### config.mk
export PLATFORM = sky130hd
export DESIGN_NAME = csnp_ctrl
export DESIGN_NICKNAME = d
export VERILOG_FILES = /design/src/rtl/csnp_pkg.sv /design/src/rtl/csnp_line.sv /design/src/rtl/csnp_cmd.sv /design/src/rtl/csnp_ctrl.sv
export SDC_FILE = /design/constraint.sdc
export NUM_CORES = 1
export LEC_CHECK = 0
export ABC_AREA = 1
export BUFFER_PORTS_ARGS = -buffer_cell sky130_fd_sc_hd__buf_2
export CAP_MARGIN = 25
export CORE_ASPECT_RATIO = 1.1
export CORE_MARGIN = 4
export CORE_UTILIZATION = 25
export CTS_CLUSTER_DIAMETER = 100
export CTS_CLUSTER_SIZE = 24
export DETAILED_ROUTE_END_ITERATION = 8
export PLACE_DENSITY_LB_ADDON = 0.15
export SLEW_MARGIN = 0
export SYNTH_ARGS = -nofsm -noshare
export SYNTH_HDL_FRONTEND = slang
export SYNTH_HIERARCHICAL = 1
export SYNTH_SLANG_ARGS = --single-unit
export TNS_END_PERCENT = 50
### constraint.sdc
create_clock -name clk -period 1.8 [get_ports clk]
set_input_delay 0.54 -clock clk [delete_from_list [all_inputs] [get_ports clk]]
set_output_delay 0.54 -clock clk [all_outputs]
set_load 0.005 [all_outputs]
### src/rtl/csnp_pkg.sv
// Shared encodings for the competitive snooping line controller.
package csnp_pkg;
    typedef enum logic [1:0] {
        LS_INV = 2'd0,
        LS_SHR = 2'd1,
        LS_MOD = 2'd2
    } line_st_e;

    typedef enum logic [1:0] {
        BC_NONE   = 2'd0,
        BC_UPDATE = 2'd1,
        BC_READ   = 2'd2,
        BC_READX  = 2'd3
    } bus_cmd_e;
endpackage

### src/rtl/csnp_line.sv
// One line entry: state, tag and saturating countdown counter.
// Assumes the parent resolves index matches for fill, response and
// local access; the snoop tag match is done here.
module csnp_line
    import csnp_pkg::*;
#(
    parameter int TAG_W         = 8,
    parameter int THRESH        = 3,
    parameter bit ALL_ZERO_MODE = 1'b0,
    parameter int CNT_W         = 2
) (
    input  logic             clk,
    input  logic             rst_n,
    input  logic             fill_hit,
    input  logic [TAG_W-1:0] fill_tag,
    input  logic             snoop_valid,
    input  logic [TAG_W-1:0] snoop_tag,
    input  logic             all_zero,
    input  logic             resp_solo,
    input  logic             cpu_touch,
    output line_st_e         state,
    output logic             snoop_on_mod
);
    localparam logic [CNT_W-1:0] RELOAD = CNT_W'(THRESH);

    line_st_e         st_q;
    logic [CNT_W-1:0] cnt_q;
    logic [TAG_W-1:0] tag_q;
    logic             snoop_hit;
    logic [CNT_W-1:0] cnt_dec;
    logic             drop;

    // Tag match of a snooped update against this valid line.
    assign snoop_hit = snoop_valid && (st_q != LS_INV) && (tag_q == snoop_tag);
    // Saturating decrement; never below zero.
    assign cnt_dec   = (cnt_q == '0) ? '0 : cnt_q - 1'b1;
    // Invalidate decision depends on the selected policy.
    assign drop      = (cnt_dec == '0) && (!ALL_ZERO_MODE || all_zero);

    // State, counter and tag update with priority fill > snoop > response > access.
    always_ff @(posedge clk) begin
        if (!rst_n) begin
            st_q  <= LS_INV;
            cnt_q <= '0;
            tag_q <= '0;
        end else if (fill_hit) begin
            st_q  <= LS_SHR;
            cnt_q <= RELOAD;
            tag_q <= fill_tag;
        end else if (snoop_hit) begin
            if (st_q == LS_SHR) begin
                cnt_q <= cnt_dec;
                if (drop) st_q <= LS_INV;
            end
        end else if (resp_solo && (st_q == LS_SHR)) begin
            st_q  <= LS_MOD;
            cnt_q <= RELOAD;
        end else if (cpu_touch && (st_q != LS_INV)) begin
            cnt_q <= RELOAD;
        end
    end

    assign state        = st_q;
    assign snoop_on_mod = snoop_hit && (st_q == LS_MOD);
endmodule

### src/rtl/csnp_cmd.sv
// Bus command generator: registers the command a local access needs,
// given the current state of the addressed line.
module csnp_cmd
    import csnp_pkg::*;
#(
    parameter int IDX_W = 2
) (
    input  logic             clk,
    input  logic             rst_n,
    input  logic             cpu_valid,
    input  logic             cpu_write,
    input  logic [IDX_W-1:0] cpu_idx,
    input  line_st_e         cur_state,
    output bus_cmd_e         cmd,
    output logic [IDX_W-1:0] cmd_idx
);
    // One-cycle registered command decode.
    always_ff @(posedge clk) begin
        if (!rst_n) begin
            cmd     <= BC_NONE;
            cmd_idx <= '0;
        end else if (cpu_valid) begin
            cmd_idx <= cpu_idx;
            case (cur_state)
                LS_SHR:  cmd <= cpu_write ? BC_UPDATE : BC_NONE;
                LS_INV:  cmd <= cpu_write ? BC_READX : BC_READ;
                default: cmd <= BC_NONE;
            endcase
        end else begin
            cmd <= BC_NONE;
        end
    end
endmodule

### src/rtl/csnp_ctrl.sv
// Top: array of line entries under a competitive update/invalidate
// policy, plus bus command generation and a sticky error flag.
// Assumes at most one valid line matches a snooped tag.
module csnp_ctrl
    import csnp_pkg::*;
#(
    parameter int NUM_LINES     = 4,
    parameter int TAG_W         = 8,
    parameter int THRESH        = 3,
    parameter bit ALL_ZERO_MODE = 1'b0,
    parameter int IDX_W         = (NUM_LINES > 1) ? $clog2(NUM_LINES) : 1
) (
    input  logic                   clk,
    input  logic                   rst_n,
    input  logic                   fill_valid,
    input  logic [IDX_W-1:0]       fill_idx,
    input  logic [TAG_W-1:0]       fill_tag,
    input  logic                   cpu_valid,
    input  logic                   cpu_write,
    input  logic [IDX_W-1:0]       cpu_idx,
    input  logic                   snoop_valid,
    input  logic [TAG_W-1:0]       snoop_tag,
    input  logic                   snoop_all_zero,
    input  logic                   resp_valid,
    input  logic [IDX_W-1:0]       resp_idx,
    input  logic                   resp_shared,
    output logic [2*NUM_LINES-1:0] line_state_o,
    output logic [1:0]             bus_cmd_o,
    output logic [IDX_W-1:0]       bus_idx_o,
    output logic                   err_o
);
    localparam int CNT_W = (THRESH > 1) ? $clog2(THRESH + 1) : 1;

    line_st_e               st_w [NUM_LINES];
    logic [NUM_LINES-1:0]   mod_hit;
    line_st_e               cpu_state;
    bus_cmd_e               cmd_w;
    logic                   err_q;

    for (genvar i = 0; i < NUM_LINES; i++) begin : g_line
        csnp_line #(
            .TAG_W(TAG_W), .THRESH(THRESH),
            .ALL_ZERO_MODE(ALL_ZERO_MODE), .CNT_W(CNT_W)
        ) u_line (
            .clk(clk),
            .rst_n(rst_n),
            .fill_hit(fill_valid && (fill_idx == IDX_W'(i))),
            .fill_tag(fill_tag),
            .snoop_valid(snoop_valid),
            .snoop_tag(snoop_tag),
            .all_zero(snoop_all_zero),
            .resp_solo(resp_valid && !resp_shared && (resp_idx == IDX_W'(i))),
            .cpu_touch(cpu_valid && (cpu_idx == IDX_W'(i))),
            .state(st_w[i]),
            .snoop_on_mod(mod_hit[i])
        );
        assign line_state_o[2*i +: 2] = st_w[i];
    end

    // State of the line addressed by the local access.
    assign cpu_state = st_w[cpu_idx];

    csnp_cmd #(.IDX_W(IDX_W)) u_cmd (
        .clk(clk),
        .rst_n(rst_n),
        .cpu_valid(cpu_valid),
        .cpu_write(cpu_write),
        .cpu_idx(cpu_idx),
        .cur_state(cpu_state),
        .cmd(cmd_w),
        .cmd_idx(bus_idx_o)
    );
    assign bus_cmd_o = cmd_w;

    // Sticky protocol error on a snooped update hitting a Modified line.
    always_ff @(posedge clk) begin
        if (!rst_n) err_q <= 1'b0;
        else if (|mod_hit) err_q <= 1'b1;
    end
    assign err_o = err_q;
endmodule

==> summary.txt <==
Setup path
  – CP Class: input pin to flip-flop
  – FF-to-FF End: g_line[1].u_line/cnt_q[1]
  – Register-to-register setup slack: 0.26 ns
  – Critical Path Max Stage Delay: 0.19 ns
  – CP bufs+invs: 4
  – Crit path max-delay family: simple AND/OR/NAND/NOR gates
  – Critical-path cell list: clkbuf_4 > inv_1 > nand2_1 > nand2_1 > inv_1 > nor2_1 > nand3_2 > buf_4 > nor3_1 > nand2_1 > nand2_1 > nor2_2
  – Worst r2r path cells: 10
  – CP arrival: 1.80 ns
  – Worst path most repeated cell: nand2_1
  – R2r startpoint: g_line[1].u_line/state[1]
  – Critical path required time: 2.00 ns
  – Crit path max fanout: 12
  – Crit. End Element: flip-flop
  – Startpoint type of the worst setup path: input pin
  – Slowest cell on crit path: clkbuf_4

Global route
  – Number of global-route vias before repair: 3799
  – Tot GR Track Use: 14.5%
  – Largest net degree at the start of global routing: 50
  – GR Overflow Total: 0
  – Initial antenna violation count: 0
  – Global-route wire length before repair: 18600 µm

Route
  – Antenna-violating nets left: 0
  – Drt first pass iters: 4
  – DR WL/cell: 12.4 µm
  – DRT iter0 DRCs: 125
  – DRT Wirelength: 11400 µm
  – # DRC: 0
  – Avg Vias per Cell: 4.33
  – Via count: 3978

Synth
  – Ys flop type: dfxtp_1
  – Synth cell count leaders: nand2_1 (205), inv_1 (112), nor2_1 (71), dfxtp_1 (53), a21oi_1 (40)
  – Synth top area share: 29.5%
  – Top-count cell post-synth: nand2_1
  – Post-Syn Instances: 633
  – Post-synth ARST share: 0%
  – Synth Net Count: 664
  – Netlist Area Pre-Place: 3600 µm²
  – Avg Cell Area, Syn: 5.69 µm²
  – Seq/Total Area, Yosys: 29.5%
  – Area leader, netlist: dfxtp_1
  – Ys Warns: 6
  – Post-synth EDFFs: 0
  – Post-synth cell types: 22
  – #FFs+latches synth: 53
  – Largest cells by area after synthesis: dfxtp_1 (29%), nand2_1 (21%), inv_1 (12%), nor2_1 (7.4%), a21oi_1 (5.6%)

Run status
  – Outcome: complete, no violations

Layout
  – Layout cells sized above 1: 18.9%
  – Nets: 760
  – Area growth syn-to-layout: 29.2%
  – Final std cells w/o fill: 918
  – Diodes inserted: 0
  – Fillers: 1614

Floorplanning
  – Area of the core: 14000 µm²
  – # IOs: 44
  – Initial core utilization: 25.8%
  – Die area: 16400 µm²
  – DIE HEIGHT: 134 µm
  – Die width: 122 µm
  – FP Rows: 45

Clock network
  – Sink Count: 53
  – CTS Buf Count: 5
  – CTS tree: done
  – Root buf cell: clkbuf_16
  – Post-CTS Hold Fix Bufs: 0
  – Clk buf depth: 2
  – H-tree depth: 2
  – Clk Latency, worst-skew pair: 0.31 ns
  – Worst-path clk slew: 0.07 ns

Place
  – GPL Wtd Cong: 0.834
  – Post-DP HPWL: 9130 µm
  – Port buffer count: 42
  – Placed instance count: 910

Timing
  – Crit path time final: 1.60 ns
  – # setup viols final: 0
  – Worst Skew: 0.00947 ns
  – Final Max Tran Viols: 0
  – Final worst path period share: 89.0%
  – Hold WS: 0.470 ns
  – RSZ-0062 raised after global routing: false
  – Setup TNS: 0 ns
  – Least-Margin Pin Slew: 0.377 ns
  – Slew HR: 74.7%
  – Fmax: 624 MHz
  – Hold Vio Cnt, Final: 0

Worst hold path
  – Hold Path Cell Cnt: 3
  – Hold path startpoint: cpu_write
  – Hold Crit Class: input pin to flip-flop
  – Hold worst-path end: u_cmd/cmd[0]

Pwr
  – PwrDens: 679 nW/µm²
  – VDD IR max: 0.306 mV
  – P_leak: 2.34 nW

Job
  – Number of max-cap violations: 0
==> power breakdown <==
part	total, W	internal [W]	switching, W
clock	0.00126	0.000795	0.000467
combinational	0.000623	0.000250	0.000373
sequential	0.00127	0.00123	0.0000397
==> through the flow <==
step | utilization (%) | area (µm²) | power (W) | setup slack [ns]
6_report | 33.3 | 4650 | 0.00316 | 0.197
3_3_place_gp | 31.9 | 4460 | 0.00192 | -0.201
5_1_grt | 33.3 | 4650 | 0.00336 | 0.0198
2_1_floorplan | - | 3610 | 0.00164 | -0.00212
3_5_place_dp | 31.9 | 4460 | 0.00193 | -0.177
4_1_cts | 33.3 | 4650 | 0.00323 | 0.141
==> routing by layer <==
| layer | track usage (%) | wire, µm |
|---|---|---|
| met1 | 16.2 | 5000 |
| met2 | 27.8 | 5970 |
| met3 | 2.57 | 243 |
| met5 | 0 | 0 |
| met4 | 3.36 | 138 |
==> tightest hold or removal path: cells and delay by family <==
family | cells | cell delay (ns)
buf+inv | 1 | 0.10
simple gates | 2 | 0.09
==> state kept, by name, indices dropped and copies added, names as in the netlist <==
name,count
g_line.u_line/tag_q,32
u_cmd/cmd_idx,2
err_o,1
g_line.u_line/cnt_q,8
g_line.u_line/state,8
u_cmd/cmd,2
==> layout make-up <==
type                       count  area, µm²  share of cell area [%]
multi-input combinational    451       2060                    44.3
sequential                    53       1060                    22.8
clock buffer                   5        125                    2.69
clock inverter                 3       65.1                    1.40
inverter                     121        454                    9.76
timing repair buffer          97        651                    14.0
tap                          188        235                    5.06
==> cell families after synthesis <==
kind of cell,after synthesis,synth area share [%]
and+or+nand+nor,359,42.9
buffers and inverters,129,13.6
AOI/OAI and AO/OA,88,13.1
DFF,53,29.5
xor gates and xnor gates,4,0.972
==> placed cells by master, fill, tap and decap left out, drive strengths merged <==
cell type and count:
nand2 209, inv 117, buf 96, nor2 79, dfxtp 53, a21oi 44, o21ai 36, nand3 26
nor3 21, nand4 16, and2 8, clkbuf 6, clkinv 5, xnor2 4, a211oi 4, o22ai 4
bufinv 2
==> worst max path at each step <==
stage / endpoint / startpoint / cells past startpoint / slack [ns]
2_1_floorplan: g_line[2].u_line/tag_q[7] / fill_idx[1] / 6 / -0.002
3_3_place_gp: g_line[3].u_line/cnt_q[0] / resp_shared / 12 / -0.20
3_5_place_dp: g_line[3].u_line/cnt_q[0] / resp_shared / 11 / -0.18
4_1_cts: g_line[3].u_line/cnt_q[0] / resp_shared / 12 / 0.14
5_1_grt: g_line[1].u_line/cnt_q[1] / snoop_tag[1] / 12 / 0.02
6_report: g_line[1].u_line/cnt_q[1] / snoop_tag[1] / 12 / 0.20
==> what timing repair did <==
item,4_1_cts,5_1_grt
gates resized for setup,0,2
endpoints found under the setup margin,0,2
setup buffers,0,0
Power figures use the tool's default switching activity.
